### src/rtl/cache_tag_pkg.sv
package cache_tag_pkg;
  typedef struct packed {
    logic wt;
    logic dirty;
    logic valid;
  } stat_t;
  localparam int STAT_W = $bits(stat_t);
endpackage

### src/rtl/ctr_tag_store.sv
module ctr_tag_store #(
  parameter int ADDR_W = 4,
  parameter int TAG_W  = 12
) (
  input  logic              clk_i,
  input  logic              rst_ni,
  input  logic              we_i,
  input  logic [ADDR_W-1:0] addr_i,
  input  logic [TAG_W-1:0]  wdata_i,
  output logic [TAG_W-1:0]  rdata_o
);
  localparam int DEPTH = 1 << ADDR_W;
  logic [TAG_W-1:0] mem_q [DEPTH];

  for (genvar e = 0; e < DEPTH; e++) begin : g_ent
    always_ff @(posedge clk_i or negedge rst_ni) begin
      if (!rst_ni)                                     mem_q[e] <= '0;
      else if (we_i && addr_i == ADDR_W'(e))           mem_q[e] <= wdata_i;
    end
  end

  assign rdata_o = mem_q[addr_i];
endmodule

### src/rtl/ctr_stat_store.sv
module ctr_stat_store
  import cache_tag_pkg::*;
#(
  parameter int ADDR_W = 4
) (
  input  logic              clk_i,
  input  logic              rst_ni,
  input  logic              clr_ni,
  input  logic              we_i,
  input  logic [ADDR_W-1:0] addr_i,
  input  stat_t             wdata_i,
  output stat_t             rdata_o
);
  localparam int DEPTH = 1 << ADDR_W;
  stat_t st_q [DEPTH];

  for (genvar e = 0; e < DEPTH; e++) begin : g_ent
    always_ff @(posedge clk_i or negedge rst_ni) begin
      if (!rst_ni)                               st_q[e] <= '0;
      else if (!clr_ni)                          st_q[e] <= '0;  // clear beats write
      else if (we_i && addr_i == ADDR_W'(e))     st_q[e] <= wdata_i;
    end
  end

  assign rdata_o = st_q[addr_i];
endmodule

### src/rtl/ctr_ack_gen.sv
module ctr_ack_gen (
  input  logic hit_i,
  input  logic gen_mode_i,
  input  logic rd_i,
  input  logic wt_i,
  input  logic ext_ni,
  input  logic force_i,
  input  logic oe_i,
  output logic ack_no
);
  logic int_ack;
  always_comb begin
    int_ack = hit_i && (gen_mode_i || rd_i || !wt_i);
    ack_no  = !(oe_i && !force_i && (int_ack || !ext_ni));
  end
endmodule

### src/rtl/cache_tag_ram.sv
module cache_tag_ram
  import cache_tag_pkg::*;
#(
  parameter int ADDR_W = 4,
  parameter int TAG_W  = 12
) (
  input  logic              clk_i,
  input  logic              rst_ni,
  input  logic              sel_ni,
  input  logic              sel_i,
  input  logic              pwr_dn_i,
  input  logic              gen_mode_i,
  input  logic [ADDR_W-1:0] addr_i,
  input  logic [TAG_W-1:0]  tag_i,
  input  logic [2:0]        stat_i,
  input  logic              tag_we_i,
  input  logic              stat_we_i,
  input  logic              tag_oe_i,
  input  logic              stat_oe_i,
  input  logic              clr_ni,
  input  logic              rd_nwr_i,
  input  logic              ack_ext_ni,
  input  logic              ack_force_i,
  input  logic              ack_oe_i,
  output logic [TAG_W-1:0]  tag_o,
  output logic [2:0]        stat_o,
  output logic              match_o,
  output logic              ack_no
);
  logic             active;
  logic [TAG_W-1:0] tag_rd;
  stat_t            st_rd;
  stat_t            st_wr;
  logic             hit;

  assign active = !sel_ni && sel_i && !pwr_dn_i;
  assign st_wr  = stat_t'(stat_i);

  ctr_tag_store #(.ADDR_W(ADDR_W), .TAG_W(TAG_W)) u_tags (
    .clk_i, .rst_ni,
    .we_i    (active && tag_we_i),
    .addr_i,
    .wdata_i (tag_i),
    .rdata_o (tag_rd)
  );

  ctr_stat_store #(.ADDR_W(ADDR_W)) u_stat (
    .clk_i, .rst_ni, .clr_ni,
    .we_i    (active && stat_we_i),
    .addr_i,
    .wdata_i (st_wr),
    .rdata_o (st_rd)
  );

  assign hit     = active && (tag_rd == tag_i) && (gen_mode_i || st_rd.valid);
  assign match_o = hit;
  assign tag_o   = (active && tag_oe_i)  ? tag_rd       : '0;
  assign stat_o  = (active && stat_oe_i) ? 3'(st_rd)    : '0;

  ctr_ack_gen u_ack (
    .hit_i      (hit),
    .gen_mode_i,
    .rd_i       (rd_nwr_i),
    .wt_i       (st_rd.wt),
    .ext_ni     (ack_ext_ni),
    .force_i    (ack_force_i),
    .oe_i       (ack_oe_i),
    .ack_no
  );
endmodule

### config.mk
export PLATFORM = sky130hd
export DESIGN_NAME = cache_tag_ram
export DESIGN_NICKNAME = d
export VERILOG_FILES = /design/src/rtl/cache_tag_pkg.sv /design/src/rtl/ctr_tag_store.sv /design/src/rtl/ctr_stat_store.sv /design/src/rtl/ctr_ack_gen.sv /design/src/rtl/cache_tag_ram.sv
export SDC_FILE = /design/constraint.sdc
export NUM_CORES = 1
export LEC_CHECK = 0
export BUFFER_PORTS_ARGS = -buffer_cell sky130_fd_sc_hd__buf_2
export CAP_MARGIN = 20
export CORE_MARGIN = 8
export CORE_UTILIZATION = 60
export CTS_CLUSTER_DIAMETER = 80
export DETAILED_ROUTE_END_ITERATION = 8
export PLACE_DENSITY = 0.8
export SKIP_CTS_REPAIR_TIMING = 1
export SLEW_MARGIN = 25
export SYNTH_ARGS = -nofsm -noshare
export SYNTH_HDL_FRONTEND = slang
export SYNTH_SLANG_ARGS = --single-unit
### constraint.sdc
create_clock -name clk_i -period 3.5 [get_ports clk_i]
set_clock_uncertainty 0.15 [all_clocks]
set_input_delay 0.525 -clock clk_i [delete_from_list [all_inputs] [get_ports clk_i]]
set_output_delay 0.525 -clock clk_i [all_outputs]
set_load 0.01 [all_outputs]
==> results of run 1 <==
kinds of logic (layout without fill, tap and decap cells):
kind of cell	Yosys count	in the layout	share of synthesized area (%)
DFF	240	240	50.8
muxes	296	296	33.7
xor gates and xnor gates	14	14	1.04
AOI/OAI and AO/OA	58	58	3.70
buffers and inverters	82	180	3.35
and+or+nand+nor	182	182	7.38
critical path: cells and delay by family:
family | cells | cell delay, ns
buf+inv | 4 | 0.60
xor+xnor | 1 | 0.26
mux | 3 | 0.84
simple gates | 2 | 0.55
power by group:
part	switching [mW]	internal, mW	leakage, nW
Clock	1.13	1.72	0.431
Combinational	0.347	0.388	2.71
Sequential	0.0936	2.96	3.28
state kept, by name (all words and copies together), names as in the netlist:
register,flops
u_stat.st_q,48
u_tags.mem_q,192
metal layers:
layer	GRT usage, %	vias up	wire, um
li1	-	3325	-
met1	30.8	3978	11500
met2	40.9	256	14600
met3	4.27	90	1630
met4	11.2	0	1320
met5	0	-	0
path summary, 6_finish.rpt:
path,endpoint,depth (start not counted)
setup / recovery,match_o,10
min in group asynchronous,u_tags.mem_q[155],2
hold reg to reg,u_tags.mem_q[146],1
setup reg to reg,u_stat.st_q[31],2
max in group asynchronous,u_tags.mem_q[76],3
hold / removal,u_stat.st_q[16],3
layout make-up:
| class | instances | area [um^2] |
|---|---|---|
| Sequential cell | 240 | 6010 |
| Fill cell | 1321 | 5690 |
| Multi-Input combinational cell | 550 | 5480 |
| Timing Repair Buffer | 133 | 985 |
| Clock buffer | 34 | 742 |
| Tap cell | 265 | 332 |
| Clock inverter | 13 | 164 |
cells in the final DEF, fill, tap and decap left out, types with 4 or more instances in the layout:
master,n
clkbuf_8,4
mux4_1,9
nor2_1,21
clkbuf_16,27
nand2b_1,9
mux2_2,196
nand2_1,72
buf_2,47
mux4_2,49
nand4_1,6
a21boi_0,36
xnor2_1,9
dfrtp_1,240
nor2b_1,25
nand3_1,36
mux2i_2,4
buf_4,75
buf_12,6
clkinv_2,4
clkinvlp_4,5
mux2i_1,35
nor3_1,4
metrics by stage:
step | setup TNS (ns) | instances | hold slack (ns) | utilization [%] | setup WS (ns)
2_1_floorplan | 0 | 872 | 0.0794 | - | 0.414
3_3_place_gp | -0.435 | 1186 | 0.330 | 65.3 | -0.337
3_5_place_dp | -0.512 | 1186 | 0.335 | 65.3 | -0.372
4_1_cts | -0.577 | 1233 | -0.172 | 69.9 | -0.403
5_1_grt | -0.137 | 1235 | 0.294 | 70.7 | -0.114
6_report | 0 | 1235 | 0.286 | 70.7 | 0.0327
==> flow_summary.yaml, run 1 <==
floorplanning:
  die_h_um: 156
  dieArea_um2: 24400
  die_w_um: 156
  boundaryPins: 51
  initial_core_util_pct: 60.9
  core_um2: 19400
  row_count: 51
setup_path:
  crit_chain: "buf_6 -> buf_12 -> buf_12 -> mux4_2 -> mux2i_1 -> mux2i_2 -> xnor2_2 -> nand4_1 -> nor4_4 -> buf_2"
  worstReg2RegStart: "u_stat.st_q[31]"
  cpMostUsedCell: "buf_12"
  crit_type: "primary input to output port"
  reg2reg_slack_ns: 2.56
  arrival_ns: 2.79
  startpoint: "addr_i[0]"
  cp_data_required_time_ns: 2.82
  startpoint_type: "primary input"
  crit_fanout: 9
  slowest_delay_ns: 0.51
  slowest_stage: "mux4_2"
  critPathCaptureType: "output port"
timing:
  period_share_pct: 99.1
  tightest_slew_ns: 0.893
  rsz0062_at_grt: "true"
  hold_viol: 0
  setup-violations-final: 0
  fmax_ghz: 0.288
  period_needed_ns: 3.47
  slew_violations: 0
  relSlewSlack_pct: 40.5
logic_synthesis:
  syn_area_per_cell_um2: 13.5
  synth_edf_count: 0
  synth_top_cells_by_count: "dfrtp_1, mux2_2, nand2_1, mux4_2, mux2i_1"
  ys_seq_area_share_pct: 50.8
  syn_inst: 872
  yosys_register_bits: 240
  yosysWarningCount: 0
  synth_flop_cell: "dfrtp_1"
  yosysTopAreaCell: "dfrtp_1"
  synth_most_common_cell: "dfrtp_1"
  synth.area.top_cells: "dfrtp_1, mux2_2, mux4_2"
  syn_area_um2: 11800
  synthDistinctLibCells: 44
  async_flop_share_pct: 100
  synth_nets: 906
  synth_top_area_share_pct: 50.8
place:
  gp_congestion: 0.841
  hpwl_mm: 18.9
  portBuffers: 50
  place_area_um2: 12700
detailed_routing:
  drc: 0
  avgViaCountPerCell: 6.19
  drt_pre_antenna_iters: 5
  drt_wl_total_mm: 29.0
  dr.first_iter.drc_count: 526
  wl_per_cell_um: 23.5
  antenna_left: 0
  vias: 7649
final_layout:
  final_area_um2: 13700
  drive_gt1_share_pct: 45.1
  fin_nets: 985
  area_delta_synth_final_pct: 16.1
  diodes: 0
run:
  maxCapViolCount: 0
power_and_ir_drop:
  total_power_mw: 6.64
  leakage_nw: 6.43
  p_per_area_nw_per_um2: 484
  ir_drop_mv: 0.465
global_route:
  grt_antenna_before_repair: 0
  grt_pass1_vias: 8162
  track_usage_pct: 24.5
  grt_overflow_total: 0
  grt_max_degree: 91
  grt_pass1_wl_mm: 46.1
min_path:
  hold_class: "primary input to flop"
  worst_hold_startpoint: "stat_i[1]"
run_status:
  status: "finished, final reports clean"
clocking:
  cts_inserted_buffers: 26
  htreeDepth: 1
  cts-root-buf: "clkbuf_16"
  cts_num_sinks: 240
  clock_latency_ns: 0.52
  clk_pin_slew_ns: 0.06
  cts_tree: "done"
  clock_path_buffers: 3
(Power assumes the default switching activity.)
==> run 2, diff against run 1 <==
--- a/config.mk
+++ b/config.mk
@@ -7,6 +7,7 @@
 export LEC_CHECK = 0
 export BUFFER_PORTS_ARGS = -buffer_cell sky130_fd_sc_hd__buf_2
 export CAP_MARGIN = 20
+export CORE_ASPECT_RATIO = 0.7
 export CORE_MARGIN = 8
 export CORE_UTILIZATION = 60
 export CTS_CLUSTER_DIAMETER = 80
==> constraint.sdc (replaced) <==
create_clock -name clk_i -period 4.4 [get_ports clk_i]
set_clock_uncertainty 0.15 [all_clocks]
set_input_delay 0.66 -clock clk_i [delete_from_list [all_inputs] [get_ports clk_i]]
set_output_delay 0.66 -clock clk_i [all_outputs]
set_load 0.01 [all_outputs]
==> run 2 against run 1 <==
Compared with the run above: worst hold slack lost 0.27 ns; via count shrank 3.1%; first-iteration DRC count grew 25%; die area grew 0.29%; cell area shrank 4.8%; critical path depth is the same; critical endpoint is now ack_no; highest routed layer unchanged.
==> flow_summary.yaml, run 2 (synthesis results as in run 1) <==
run_status:
  status: "finished, final reports clean"
power_and_ir_drop:
  internal_power_mw: 3.78
  total_power_mw: 4.95
  pwr-share-clk_pct: 40.5
  combPwrFrac_pct: 10.5
  ir_drop_mv: 0.399
  swShare_pct: 23.7
  p_per_area_nw_per_um2: 379
  leakage_nw: 6.09
  seq_power_share_pct: 49.0
  p_switching_mw: 1.17
min_path:
  hold_class: "primary input to async pin"
final_layout:
  n_fill_cell: 1429
  diodes: 0
  regMostFlops: "u_tags.mem_q"
  multiInputGateArea_um2: 5410
  reg_top3: "u_tags.mem_q x192, u_stat.st_q x48"
  layout_common_cells: "dfrtp_1, mux2_2, nand2_1"
  final_area_um2: 13000
  fin_nets: 926
  drive_gt1_share_pct: 40.2
  final_common_cell: "dfrtp_1"
  area_delta_synth_final_pct: 10.5
  register_area_um2: 6010
  largest_reg_flops: 192
global_route:
  grt_pass1_vias: 7711
  track_usage_pct: 23.5
  grt_max_degree: 95
  grt_antenna_before_repair: 0
  grt_pass1_wl_mm: 45.2
  grt_overflow_total: 0
clocking:
  htreeDepth: 1
  cts_inserted_buffers: 24
  cts_tree: "done"
  cts-root-buf: "clkbuf_16"
  cts_num_sinks: 240
  clk_pin_slew_ns: 0.06
  clock_path_buffers: 3
  clock_latency_ns: 0.51
setup_path:
  arrival_ns: 3.26
  crit_type: "primary input to output port"
  cp_data_required_time_ns: 3.59
  startpoint_type: "primary input"
  crit_fanout: 22
  critPathCaptureType: "output port"
  slowest_stage: "mux4_2"
  crit_chain: "buf_4 -> buf_12 -> mux4_2 -> mux2i_1 -> xor2_1 -> and3_1 -> a31oi_1 -> nor2_1 -> a21oi_1 -> buf_2"
  slowest_delay_ns: 0.55
timing:
  tns_ns: 0
  period_share_pct: 92.5
  setup_ws_ns: 0.330
  fmax_ghz: 0.246
  hold_viol: 0
  rsz0062_at_grt: "false"
  period_needed_ns: 4.07
  slew_violations: 0
  tightest_slew_ns: 0.958
  relSlewSlack_pct: 36.0
  timing.hold.ws_ns: 0.0112
  setup-violations-final: 0
detailed_routing:
  avgViaCountPerCell: 6.31
  wl_per_cell_um: 23.8
  vias: 7415
  drt_pre_antenna_iters: 5
  drt_wl_total_mm: 27.9
  drc: 0
  antenna_left: 0
  dr.first_iter.drc_count: 655
place:
  place_area_um2: 12300
  pre_cts_ws_ns: 0.371
  hpwl_mm: 17.8
  gp_congestion: 0.851
  portBuffers: 50
floorplanning:
  die_h_um: 133
  initial_core_util_pct: 60.5
  die_w_um: 184
  boundaryPins: 51
  row_count: 43
  dieArea_um2: 24500
  core_um2: 19500
run:
  maxCapViolCount: 0
## run 2: cell count changes in the layout (fill, tap and decap cells not counted), moves of 2 or more
cell / change
buf_4: -52
mux2i_1: +5
clkbuf_8: +4
clkinvlp_4: -4
mux2i_2: -4
bufinv_16: -3
xnor2_1: +3
xnor2_2: -3
buf_8: -2
clkbuf_16: -2
## run 2: routing by layer
| metal | vias to the layer above | wire length (um) | GRT usage [%] |
|---|---|---|---|
| met5 | - | 0 | 0 |
| li1 | 3194 | - | - |
| met2 | 252 | 12800 | 35.7 |
| met3 | 62 | 1930 | 4.90 |
| met4 | 0 | 803 | 7.46 |
| met1 | 3907 | 12400 | 33.6 |
## run 2: cell type report
| cell class | count | share of cell area (%) |
|---|---|---|
| Tap cell | 270 | 2.59 |
| Clock buffer | 36 | 5.72 |
| Timing Repair Buffer | 76 | 4.01 |
| Sequential cell | 240 | 46.0 |
| Multi-Input combinational cell | 550 | 41.5 |
| Clock inverter | 4 | 0.173 |
## run 2: per-stage QoR
stage / utilization (%) / instances
6_report: 66.8 / 1176
5_1_grt: 66.8 / 1176
4_1_cts: 66.8 / 1176
3_5_place_dp: 62.9 / 1136
3_3_place_gp: 62.9 / 1136
2_1_floorplan: - / 872
## run 2: path summary, 6_finish.rpt
| check | start | to | slack, ns | cells past startpoint |
|---|---|---|---|---|
| max in group asynchronous | rst_ni | u_tags.mem_q[7] | 3.20 | 2 |
| hold reg to reg | u_tags.mem_q[74] | u_tags.mem_q[74] | 0.35 | 1 |
| hold / removal | rst_ni | u_stat.st_q[14] | 0.01 | 1 |
| setup reg to reg | u_tags.mem_q[185] | u_tags.mem_q[185] | 3.46 | 1 |
| min in group clk_i | u_tags.mem_q[74] | u_tags.mem_q[74] | 0.35 | 1 |
| setup / recovery | addr_i[1] | ack_no | 0.33 | 10 |
## run 2: worst max-delay path: cells and delay by family
family,cells,cell delay (ns)
mux,2,0.80
compound gates,2,0.52
simple gates,2,0.34
buf+inv,3,0.73
xor+xnor,1,0.17
## run 2: power groups by stage
stage               Clock, mW  Sequential (mW)  Combinational [mW]
finish                   2.01             2.43               0.518
global route             2.12             2.44               0.564
CTS                      2.03             2.42               0.521
detailed placement          0             2.46               0.518
global placement            0             2.46               0.503
floorplan                   0             2.43               0.374
